==> src/rtl/plc_timer_pkg.sv <==
package plc_timer_pkg;
    typedef enum logic [1:0] {
        TM_ON_DLY  = 2'd0,
        TM_OFF_DLY = 2'd1,
        TM_PULSE   = 2'd2,
        TM_RETAIN  = 2'd3
    } tmr_mode_e;
endpackage

==> src/rtl/plc_timer_edge.sv <==
module plc_timer_edge (
    input  logic clk,
    input  logic rst_n,
    input  logic level,
    output logic rise
);
    logic prev_q;

    always_ff @(posedge clk or negedge rst_n) begin
        if (!rst_n) prev_q <= 1'b0;
        else        prev_q <= level;
    end

    assign rise = level & ~prev_q;
endmodule

==> src/rtl/plc_timer_satinc.sv <==
module plc_timer_satinc #(
    parameter int CNT_W = 8
) (
    input  logic [CNT_W-1:0] cnt,
    input  logic [CNT_W-1:0] limit,
    input  logic             step,
    output logic [CNT_W-1:0] nxt,
    output logic             at_limit
);
    logic below;

    always_comb begin
        below    = (cnt < limit);
        nxt      = (step && below) ? cnt + CNT_W'(1) : cnt;
        at_limit = (nxt >= limit);
    end
endmodule

==> src/rtl/plc_timer.sv <==
module plc_timer #(
    parameter int CNT_W = 8
) (
    input  logic             clk,
    input  logic             rst_n,
    input  logic             tick,
    input  logic             enable,
    input  logic             run_in,
    input  logic [CNT_W-1:0] preset,
    input  logic [1:0]       mode,
    output logic             done,
    output logic [CNT_W-1:0] elapsed
);
    import plc_timer_pkg::*;

    typedef struct packed {
        logic [CNT_W-1:0] cnt;
        logic             done;
        logic             active;
    } tmr_state_t;

    tmr_state_t       st_d, st_q;
    tmr_mode_e        mode_e;
    logic             rise;
    logic [CNT_W-1:0] inc_cnt;
    logic             inc_hit;

    assign mode_e = tmr_mode_e'(mode);

    plc_timer_edge u_edge (
        .clk   (clk),
        .rst_n (rst_n),
        .level (run_in),
        .rise  (rise)
    );

    plc_timer_satinc #(.CNT_W(CNT_W)) u_inc (
        .cnt      (st_q.cnt),
        .limit    (preset),
        .step     (tick),
        .nxt      (inc_cnt),
        .at_limit (inc_hit)
    );

    always_comb begin
        st_d = st_q;
        if (!enable) begin
            st_d = '0;
        end else begin
            unique case (mode_e)
                TM_ON_DLY: begin
                    st_d.active = 1'b0;
                    if (!run_in) begin
                        st_d.cnt  = '0;
                        st_d.done = 1'b0;
                    end else begin
                        st_d.cnt  = inc_cnt;
                        st_d.done = inc_hit;
                    end
                end
                TM_OFF_DLY: begin
                    st_d.active = 1'b0;
                    if (run_in) begin
                        st_d.cnt  = '0;
                        st_d.done = 1'b1;
                    end else if (st_q.done) begin
                        st_d.cnt  = inc_cnt;
                        st_d.done = ~inc_hit;
                    end
                end
                TM_PULSE: begin
                    if (rise && !st_q.active) begin
                        st_d.cnt    = '0;
                        st_d.active = (preset != '0);
                    end else if (st_q.active) begin
                        st_d.cnt    = inc_cnt;
                        st_d.active = ~inc_hit;
                    end
                    st_d.done = st_d.active;
                end
                TM_RETAIN: begin
                    st_d.active = 1'b0;
                    if (run_in) begin
                        st_d.cnt  = inc_cnt;
                        st_d.done = inc_hit;
                    end else begin
                        st_d.done = (st_q.cnt >= preset);
                    end
                end
                default: st_d = '0;
            endcase
        end
    end

    always_ff @(posedge clk or negedge rst_n) begin
        if (!rst_n) st_q <= '0;
        else        st_q <= st_d;
    end

    assign done    = st_q.done;
    assign elapsed = st_q.cnt;

    // disabled timer is cleared on the next edge
    a_r1_disabled_clear: assert property (@(posedge clk) disable iff (!rst_n)
        !enable |=> (elapsed == '0) && !done);

    // the count only moves on a tick, otherwise it holds or clears
    a_r2_tick_only: assert property (@(posedge clk) disable iff (!rst_n)
        (enable && !tick) |=> (elapsed == $past(elapsed)) || (elapsed == '0));

    // saturation at the preset
    a_r2_no_overflow: assert property (@(posedge clk) disable iff (!rst_n)
        (elapsed <= preset) |=> (elapsed <= $past(preset)));

    // on-delay drops at once when the input is low
    a_r3_low_clears: assert property (@(posedge clk) disable iff (!rst_n)
        (enable && mode == 2'd0 && !run_in) |=> !done && (elapsed == '0));

    // off-delay output is set while the input is high
    a_r4_high_sets: assert property (@(posedge clk) disable iff (!rst_n)
        (enable && mode == 2'd1 && run_in) |=> done);

    // retentive count holds while the input is low
    a_r7_hold_low: assert property (@(posedge clk) disable iff (!rst_n)
        (enable && mode == 2'd3 && !run_in) |=> $stable(elapsed));
endmodule

==> config.mk <==
export PLATFORM = sky130hd
export DESIGN_NAME = plc_timer
export DESIGN_NICKNAME = d
export VERILOG_FILES = /design/src/rtl/plc_timer_pkg.sv /design/src/rtl/plc_timer_edge.sv /design/src/rtl/plc_timer_satinc.sv /design/src/rtl/plc_timer.sv
export SDC_FILE = /design/constraint.sdc
export NUM_CORES = 1
export LEC_CHECK = 0
export CAP_MARGIN = 30
export CORE_UTILIZATION = 47
export DETAILED_ROUTE_END_ITERATION = 8
export GPL_TIMING_DRIVEN = 1
export HOLD_SLACK_MARGIN = 0.02
export PLACE_DENSITY = 0.76
export SLEW_MARGIN = 25
export SYNTH_ARGS = -nofsm -noshare
export SYNTH_HDL_FRONTEND = slang
export SYNTH_SLANG_ARGS = --single-unit
==> constraint.sdc <==
create_clock -name clk -period 3.45 [get_ports clk]
set_input_delay 0.345 -clock clk [delete_from_list [all_inputs] [get_ports clk]]
set_output_delay 0.345 -clock clk [all_outputs]
set_load 0.01 [all_outputs]
==> impl_metrics.json, run 1 <==
{
  "synth_warnings": 0,
  "cellPowerDensity_nw_per_um2": 186.5,
  "seq_area_frac_synth_pct": 22.29,
  "cap_violations": 0,
  "nets": 217,
  "grt_pass1_vias": 1190,
  "syn_nets": 173,
  "endpoint_kind": "flop",
  "io_buffers": 23,
  "fin_setup_tns_ps": 0,
  "arrival_ps": 3580,
  "die-area_um2": 2837,
  "firstDrtPassIters": 4,
  "gp_congestion": 0.8597,
  "synthFlopType": "dfrtp_1",
  "initial_core_util_pct": 49.85,
  "dp_hpwl_um": 2519,
  "place_inst": 206,
  "grt_max_degree": 12,
  "antenna_found_initial": 0,
  "drc_errors": 0,
  "synthArstFlopShare_pct": 100.0,
  "synth_seq_cells": 11,
  "drive_above_1_share_pct": 32.07,
  "drt_iter0_markers": 40,
  "clk_latency_ps": 290,
  "insertedDiodeCount": 0,
  "ctsHoldBuffers": 0,
  "worst_pin_slew_ps": 560.2,
  "grtUsageTotal_pct": 25.43,
  "instances_no_fill": 214,
  "slew_viol_final": 0,
  "finClkSkew_ps": 3.445,
  "utilization_pct": 74.24,
  "hold_ws_ps": 404.8,
  "critPathRequiredTime_ps": 3620,
  "drtAntennaViolNets": 0,
  "seq_area_um2": 275.3,
  "cts_buffer_depth": 2,
  "status": "complete, no violations",
  "synthCells": 141,
  "p_leak_nw": 0.8242,
  "slew_headroom_pct": 62.51,
  "die_height_um": 53.26,
  "yosysUniqueCellTypes": 45,
  "htreeDepth": 1,
  "fmax_mhz": 292.9,
  "nFillCells": 166,
  "clock-sinks": 11,
  "numCtsBuffers": 3,
  "post-route-period-util_pct": 98.96,
  "cts_root_buf": "clkbuf_4",
  "wl_per_cell_um": 17.12,
  "fp-row-count": 18,
  "critPathMaxFanout": 4,
  "synth_edf_count": 0,
  "viasPerCell": 5.930,
  "min_path_type": "in2async",
  "syn2layout_area_growth_pct": 48.94,
  "path_clk_slew_ps": 70,
  "die_w_um": 53.26,
  "grt_remaining_overflow": 0,
  "io_pins": 24,
  "period_needed_ps": 3414,
  "grt_pass1_wl_um": 5188,
  "finalHoldViolCount": 0,
  "vias": 1269,
  "p_total_w": 0.0003429,
  "setup_violations": 0,
  "syn_area_per_cell_um2": 8.758,
  "ir_worst_vdd_uv": 190.0,
  "timing_worst_setup_path_type": "in2reg",
  "syn_area_um2": 1235,
  "cp-start-kind": "input port",
  "cts_tree": "built",
  "multi_input_area_um2": 1020,
  "drt-total-wl_um": 3664,
  "core_um2": 2477
}
## per-stage QoR
| step | setup WS, ps | cell area (um2) |
|---|---|---|
| finish | 35.72 | 1839 |
| global route | -62.40 | 1839 |
| CTS | 6.893 | 1704 |
| detailed placement | -398.6 | 1589 |
| global placement | -268.2 | 1589 |
| floorplan | 90.74 | 1235 |
## critical path: stages
cell             delay (ps)
clkdlybuf4s50_1         480
inv_1                    70
ha_1                    320
nand4_1                 180
a21oi_4                  60
or3_4                   410
xnor2_1                 160
ha_1                    240
or4_4                   510
a21oi_4                 150
o31ai_4                 110
a21oi_2                 150
nor2b_1                  50
o311a_1                 320
## repair_timing
| action | 4_1_cts | 5_1_grt |
|---|---|---|
| pin swaps | 7 | 13 |
| setup buffers | 2 | 2 |
| setup endpoints to repair | 2 | 2 |
| gates resized for setup | 14 | 19 |
## cells in the mapped netlist, types with 3 or more instances
library cell | n | share of area, %
ha_1 | 17 | 17
inv_1 | 15 | 4.6
dfrtp_1 | 11 | 22
a21oi_1 | 8 | 3.2
buf_4 | 8 | 4.9
nand4_1 | 7 | 3.5
xnor2_1 | 7 | 5.0
nand2_1 | 5 | 1.5
nand3_1 | 5 | 2.0
a31oi_1 | 4 | 2.0
nor2_1 | 4 | 1.2
o21a_1 | 4 | 2.4
o21ai_1 | 4 | 1.6
nand2b_1 | 3 | 1.5
nor2b_1 | 3 | 1.5
or3_1 | 3 | 1.5
## sequential cells by signal, indices dropped and copies added (netlist names)
signal / flops
st_q: 1
elapsed: 8
u_edge.prev_q: 1
done: 1
## where the power goes
group	switching [W]	internal, W	total [W]
sequential	0.00000347	0.000132	0.000135
combinational	0.0000543	0.0000585	0.000113
clock	0.0000500	0.0000450	0.0000950
## worst paths after layout
kind | slack, ps | startpoint | cells after the start | end
setup / recovery | 40 | preset[6] | 14 | done
hold / removal | 400 | rst_n | 1 | elapsed[4]
setup reg to reg | 90 | elapsed[1] | 13 | done
hold reg to reg | 640 | elapsed[0] | 1 | elapsed[0]
max in group asynchronous | 2690 | rst_n | 1 | elapsed[7]
min in group clk | 640 | elapsed[0] | 1 | elapsed[0]
## kinds of logic after synthesis
group | after synthesis | share of synthesized area (%)
flops | 11 | 22.29
xor+xnor | 7 | 4.965
compound gates | 40 | 23.51
fa+ha+maj | 17 | 17.22
mux | 1 | 0.9118
buf+inv | 24 | 10.33
simple gates | 41 | 20.77
## routing by layer
metal  track usage, %  part of all wire (%)  vias to the layer above
met1            34.27                    44                      600
met2            40.42                    48                       56
met5                0                     0                        -
met3            2.874                   6.5                        7
met4            10.96                   1.6                        0
li1                 -                     -                      606
## layout make-up
class | instances | share of cell area, %
flip-flops and latches | 11 | 14.97
repair buffers | 48 | 23.06
clock buffers | 4 | 1.429
multi-input cells | 106 | 55.44
well taps | 30 | 2.041
inverters | 15 | 3.061
## cell usage in the layout (no fill, tap or decap), types with 3 or more instances in the layout
| master | Yosys | routed |
|---|---|---|
| buf_4 | 8 | 24 |
| clkdlybuf4s50_1 | 0 | 22 |
| inv_1 | 15 | 14 |
| ha_1 | 17 | 12 |
| dfrtp_1 | 11 | 11 |
| nand4_1 | 7 | 7 |
| xnor2_1 | 7 | 6 |
| a21oi_4 | 0 | 5 |
| nand2_1 | 5 | 5 |
| nor2_1 | 4 | 4 |
| o21a_1 | 4 | 4 |
| nand3_1 | 5 | 4 |
| a31oi_1 | 4 | 4 |
| ha_4 | 0 | 4 |
| a21oi_2 | 1 | 3 |
| nand2b_1 | 3 | 3 |
| o21ai_1 | 4 | 3 |
| clkbuf_4 | 0 | 3 |
Note: power is estimated with default switching activity, not from simulation.
==> inputs of run 2 (changes only) <==
CORE_MARGIN = 3   (was not set)
SETUP_SLACK_MARGIN = 0.02   (was not set)
==> impl_metrics.json, run 2 (synthesis gave the netlist of run 1 again) <==
{
  "clockPowerShare_pct": 26.2,
  "worst_pin_slew_ps": 538.5,
  "min_path_type": "in2async",
  "grt_pass1_wl_um": 6610,
  "fmax_mhz": 285.3,
  "dp_hpwl_um": 2867,
  "cts_root_buf": "clkbuf_4",
  "critPathMaxFanout": 4,
  "io_buffers": 23,
  "cts_tree": "built",
  "post-route-period-util_pct": 101.6,
  "grt_pass1_vias": 1344,
  "power_frac_seq_pct": 37.2,
  "final.setup.worst_slack_ps": -55.07,
  "slew_viol_final": 0,
  "die_height_um": 57.26,
  "status": "finished with violations",
  "critPathRequiredTime_ps": 3620,
  "initial_core_util_pct": 52.78,
  "numCtsBuffers": 3,
  "endpoint_kind": "flop",
  "viasPerCell": 6.482,
  "finClkSkew_ps": 4.088,
  "comb_power_share_pct": 36.6,
  "r2r_cells": 15,
  "gp_congestion": 0.8136,
  "io_pins": 24,
  "syn2layout_area_growth_pct": 53.90,
  "cellPowerDensity_nw_per_um2": 190.1,
  "clk_latency_ps": 280,
  "ctsHoldBuffers": 0,
  "cap_violations": 0,
  "place_inst": 208,
  "fp-row-count": 17,
  "timing_worst_setup_path_type": "reg2reg",
  "timing.rr.start": "elapsed[1]",
  "regToRegEndpoint": "done",
  "firstDrtPassIters": 4,
  "insertedDiodeCount": 0,
  "grt_remaining_overflow": 0,
  "final_cell_mix": "30 x buf_4, 19 x clkdlybuf4s50_1, 11 x inv_1, 11 x dfrtp_1, 9 x ha_1",
  "ff2ff_setup_slack_ps": -60,
  "die-area_um2": 3279,
  "finalHoldViolCount": 0,
  "p_sw_w": 0.0001204,
  "failed_checks": "negative setup slack",
  "swShare_pct": 33.33,
  "drt-total-wl_um": 5024,
  "fin_setup_tns_ps": -74.39,
  "clock-sinks": 11,
  "slew_headroom_pct": 63.97,
  "setup_violations": 2,
  "htreeDepth": 1,
  "drive_above_1_share_pct": 36.32,
  "period_needed_ps": 3505,
  "drc_errors": 0,
  "largest_register_ffs": 8,
  "ir_worst_vdd_uv": 215.7,
  "nFillCells": 138,
  "core_um2": 2340,
  "final_common_cell": "buf_4",
  "vias": 1413,
  "grt_max_degree": 12,
  "antenna_found_initial": 0,
  "worst_path_max_delay_cell": "dfrtp_1",
  "max_stage_delay_ps": 420,
  "nets": 223,
  "die_w_um": 57.26,
  "path_clk_slew_ps": 80,
  "grtUsageTotal_pct": 26.17,
  "setup.worst_path.start": "elapsed[1]",
  "arrival_ps": 3680,
  "instances_no_fill": 218,
  "drt_iter0_markers": 118,
  "wl_per_cell_um": 23.05,
  "drtAntennaViolNets": 0,
  "cp-start-kind": "flop",
  "path_cells": "ha_4 -> nor2b_2 -> o211ai_4 -> a21oi_4 -> buf_4 -> nor3_1 -> buf_4 -> xnor2_1 -> ha_1 -> a21o_1 -> a21oi_2 -> o31ai_4 -> a21oi_2 -> nor2b_1 -> o311a_1",
  "regMostFlops": "elapsed",
  "cts_buffer_depth": 2,
  "rsz0062_at_grt": "yes",
  "p_int_w": 0.0002409,
  "p_leak_nw": 0.8588
}
## run 2: changes by cell type in the layout (fill, tap and decap cells not counted), moves of 2 or more
cell / delta
clkdlybuf4s50_1: -3
buf_4: +6
inv_2: +3
ha_4: +2
inv_1: -3
dlymetal6s2s_1: +2
ha_1: -3
## run 2: timing repair
| item | in CTS | in global routing |
|---|---|---|
| resized for setup | 23 | 17 |
| pin swaps | 16 | 13 |
| buffers inserted | 3 | 3 |
| setup endpoints to repair | 2 | 2 |
## run 2: worst max-delay path by stage
stage / to / slack, ps / cells past startpoint
floorplan: done / 90 / 13
global placement: done / -290 / 15
detailed placement: done / -490 / 17
CTS: done / 30 / 17
global route: done / -160 / 15
finish: done / -60 / 15
## run 2: critical path: cells and delay by family, from the launching register on
kind / cells / cell delay (ps)
xor+xnor: 1 / 140
fa+ha+maj: 2 / 550
simple gates: 3 / 530
compound gates: 7 / 1380
flops: 1 / 420
buf+inv: 2 / 350
## run 2: cell type report
class	instances	area [um2]	area share, %
tap	28	35.03	1.843
sequential	11	275.3	14.48
inverter	15	56.30	2.962
timing repair buffer	54	473.0	24.88
multi-input combinational	106	1035	54.44
clock buffer	4	26.28	1.382
## run 2: layer usage
metal	global-route usage (%)	vias up	part of all wire (%)
li1	-	611	-
met1	32.04	682	41
met2	44.05	89	48
met3	3.846	31	5.9
met4	13.91	0	5.5
met5	0	-	0
## run 2: metrics by stage
step / setup WS, ps / hold WS, ps / utilization [%] / total power (W) / cell area, um2
final: -55.07 / 407.1 / 81.23 / 0.0003613 / 1901
after global routing: -163.1 / 465.5 / 81.23 / 0.0003695 / 1901
after floorplan: 90.74 / 49.41 / - / 0.0001870 / 1235
after global placement: -286.9 / 592.2 / 69.09 / 0.0002294 / 1617
after detailed placement: -493.4 / 611.6 / 69.09 / 0.0002341 / 1617
after CTS: 28.61 / 434.2 / 76.31 / 0.0003370 / 1785
## run 2: power by group through the flow
stage                      logic, W  registers (W)  clock network [W]
after floorplan           0.0000493       0.000138                  0
after global placement    0.0000933       0.000136                  0
after detailed placement  0.0000976       0.000136                  0
after CTS                  0.000111       0.000134          0.0000921
after global routing       0.000138       0.000135          0.0000967
final                      0.000132       0.000134          0.0000947
==> inputs of run 3 (changes only) <==
CORE_ASPECT_RATIO = 2   (was not set)
SKIP_LAST_GASP = 1   (was not set)
==> impl_metrics.json, run 3 (synthesis gave the netlist of run 1 again) <==
{
  "slew_viol_final": 0,
  "timing.rr.start": "elapsed[4]",
  "grt_pass1_vias": 1422,
  "dp_hpwl_um": 2812,
  "cap_violations": 0,
  "wl_per_cell_um": 19.45,
  "critPathMaxFanout": 5,
  "syn2layout_area_growth_pct": 53.70,
  "path_cells": "ha_4 -> nand4_1 -> a21oi_4 -> nor3b_4 -> buf_4 -> mux2_4 -> ha_2 -> or4_4 -> a21oi_4 -> o31ai_4 -> a21oi_1 -> nor2b_1 -> o311a_1",
  "grt_pass1_wl_um": 6396,
  "worst_path_max_delay_cell": "or4_4",
  "drive_above_1_share_pct": 38.71,
  "grtUsageTotal_pct": 24.86,
  "design_area_um2": 1898,
  "final.setup.worst_slack_ps": 81.77,
  "p_leak_nw": 0.8748,
  "numCtsBuffers": 3,
  "wl_met2_um": 2236,
  "io_pins": 24,
  "dp_slack_ps": -360.6,
  "final_cell_mix": "26 x buf_4, 16 x clkdlybuf4s50_1, 9 x dfrtp_1",
  "grt_remaining_overflow": 0,
  "cts_tree": "built",
  "htreeDepth": 1,
  "path_clk_slew_ps": 60,
  "antenna_found_initial": 0,
  "core_um2": 2440,
  "initial_core_util_pct": 50.62,
  "insertedDiodeCount": 0,
  "top_layer": "met4",
  "die-area_um2": 3316,
  "slew_headroom_pct": 60.89,
  "die_w_um": 42.25,
  "worst_pin_slew_ps": 584.8,
  "post-route-period-util_pct": 97.63,
  "viasPerCell": 6.094,
  "nets": 219,
  "cts_root_buf": "clkbuf_8",
  "vias": 1298,
  "rsz0062_at_grt": "no",
  "drc_errors": 0,
  "min_path_type": "in2async",
  "finClkSkew_ps": 2.420,
  "wl_met1_um": 1493,
  "drtAntennaViolNets": 0,
  "critPathRequiredTime_ps": 3580,
  "gp_congestion": 0.8939,
  "finalHoldViolCount": 0,
  "clock-sinks": 11,
  "cts_buffer_depth": 2,
  "crit_top_cell": "a21oi_4",
  "setup_violations": 0,
  "ff2ff_setup_slack_ps": 80,
  "io_buffers": 23,
  "wl_met3_um": 153,
  "timing_worst_setup_path_type": "reg2reg",
  "largest_register_ffs": 8,
  "grt_max_degree": 12,
  "ir_worst_vdd_uv": 203.8,
  "status": "complete, no violations",
  "regMostFlops": "elapsed",
  "regToRegEndpoint": "done",
  "arrival_ps": 3500,
  "critPathBufInv": 1,
  "cellPowerDensity_nw_per_um2": 211.7,
  "fp-row-count": 25,
  "place_area_um2": 1593,
  "die_height_um": 78.49,
  "clk_latency_ps": 250,
  "cp-start-kind": "flop",
  "drt_iter0_markers": 33,
  "fmax_mhz": 296.9,
  "drt-total-wl_um": 4142,
  "crit_family": "compound AO/OA/AOI/OAI gates",
  "max_stage_delay_ps": 550,
  "final_common_cell": "buf_4",
  "endpoint_kind": "flop",
  "period_needed_ps": 3368,
  "r2r_cells": 13,
  "firstDrtPassIters": 4
}
[run 3: cell count changes in the layout (fill, tap and decap cells not counted), sizes merged]
cell and change:
clkdlybuf4s50 -3, dlymetal6s2s +4, buf -4, dlygate4sd2 -1
[run 3: where the power goes]
group,switching (W),internal (W),leakage (nW)
Combinational,0.0000618,0.0000639,0.706
Sequential,0.00000246,0.000132,0.146
Clock,0.0000597,0.0000819,0.0228
[run 3: through the flow]
step                 power, W  cells  TNS, ps  util, %  hold slack [ps]
finish              0.0004017    213        0    77.79            467.5
floorplan           0.0001870    141        0        -            49.41
detailed placement  0.0002342    204   -660.1    65.28            622.8
CTS                 0.0003859    210        0    71.54            481.3
global placement    0.0002296    204   -555.1    65.28            603.3
global route        0.0004175    213        0    77.79            494.8
[run 3: metal layers]
layer	vias up	global-route usage (%)
met5	-	0
met4	0	15.89
met3	25	3.670
met2	50	44.95
met1	620	25.35
li1	603	-
[run 3: worst max-delay path by stage]
stage	end	cells after the start	slack (ps)	startpoint
finish	done	13	80	elapsed[4]
global route	done	15	6	elapsed[6]
CTS	done	15	20	preset[7]
detailed placement	done	15	-360	preset[1]
global placement	done	16	-300	preset[7]
floorplan	done	13	90	elapsed[1]
[run 3: repair_timing]
action	4_1_cts	5_1_grt
pin swaps	12	12
buffers inserted	2	3
hold buffers	0	0
setup endpoints to repair	2	2
resized for setup	19	29
[run 3: worst register-to-register path: cells and delay by family, from the launching register on]
family	cells	cell delay, ps
mux	1	290
compound gates	5	990
buf+inv	1	140
flops	1	460
fa+ha+maj	2	460
simple gates	4	890
[run 3: layout make-up]
cell class | count | area [um2]
clock buffer | 4 | 45.04
fill | 150 | 541.8
inverter | 15 | 56.30
multi-input combinational | 106 | 1031
sequential | 11 | 277.8
tap | 27 | 33.78
timing repair buffer | 50 | 454.2
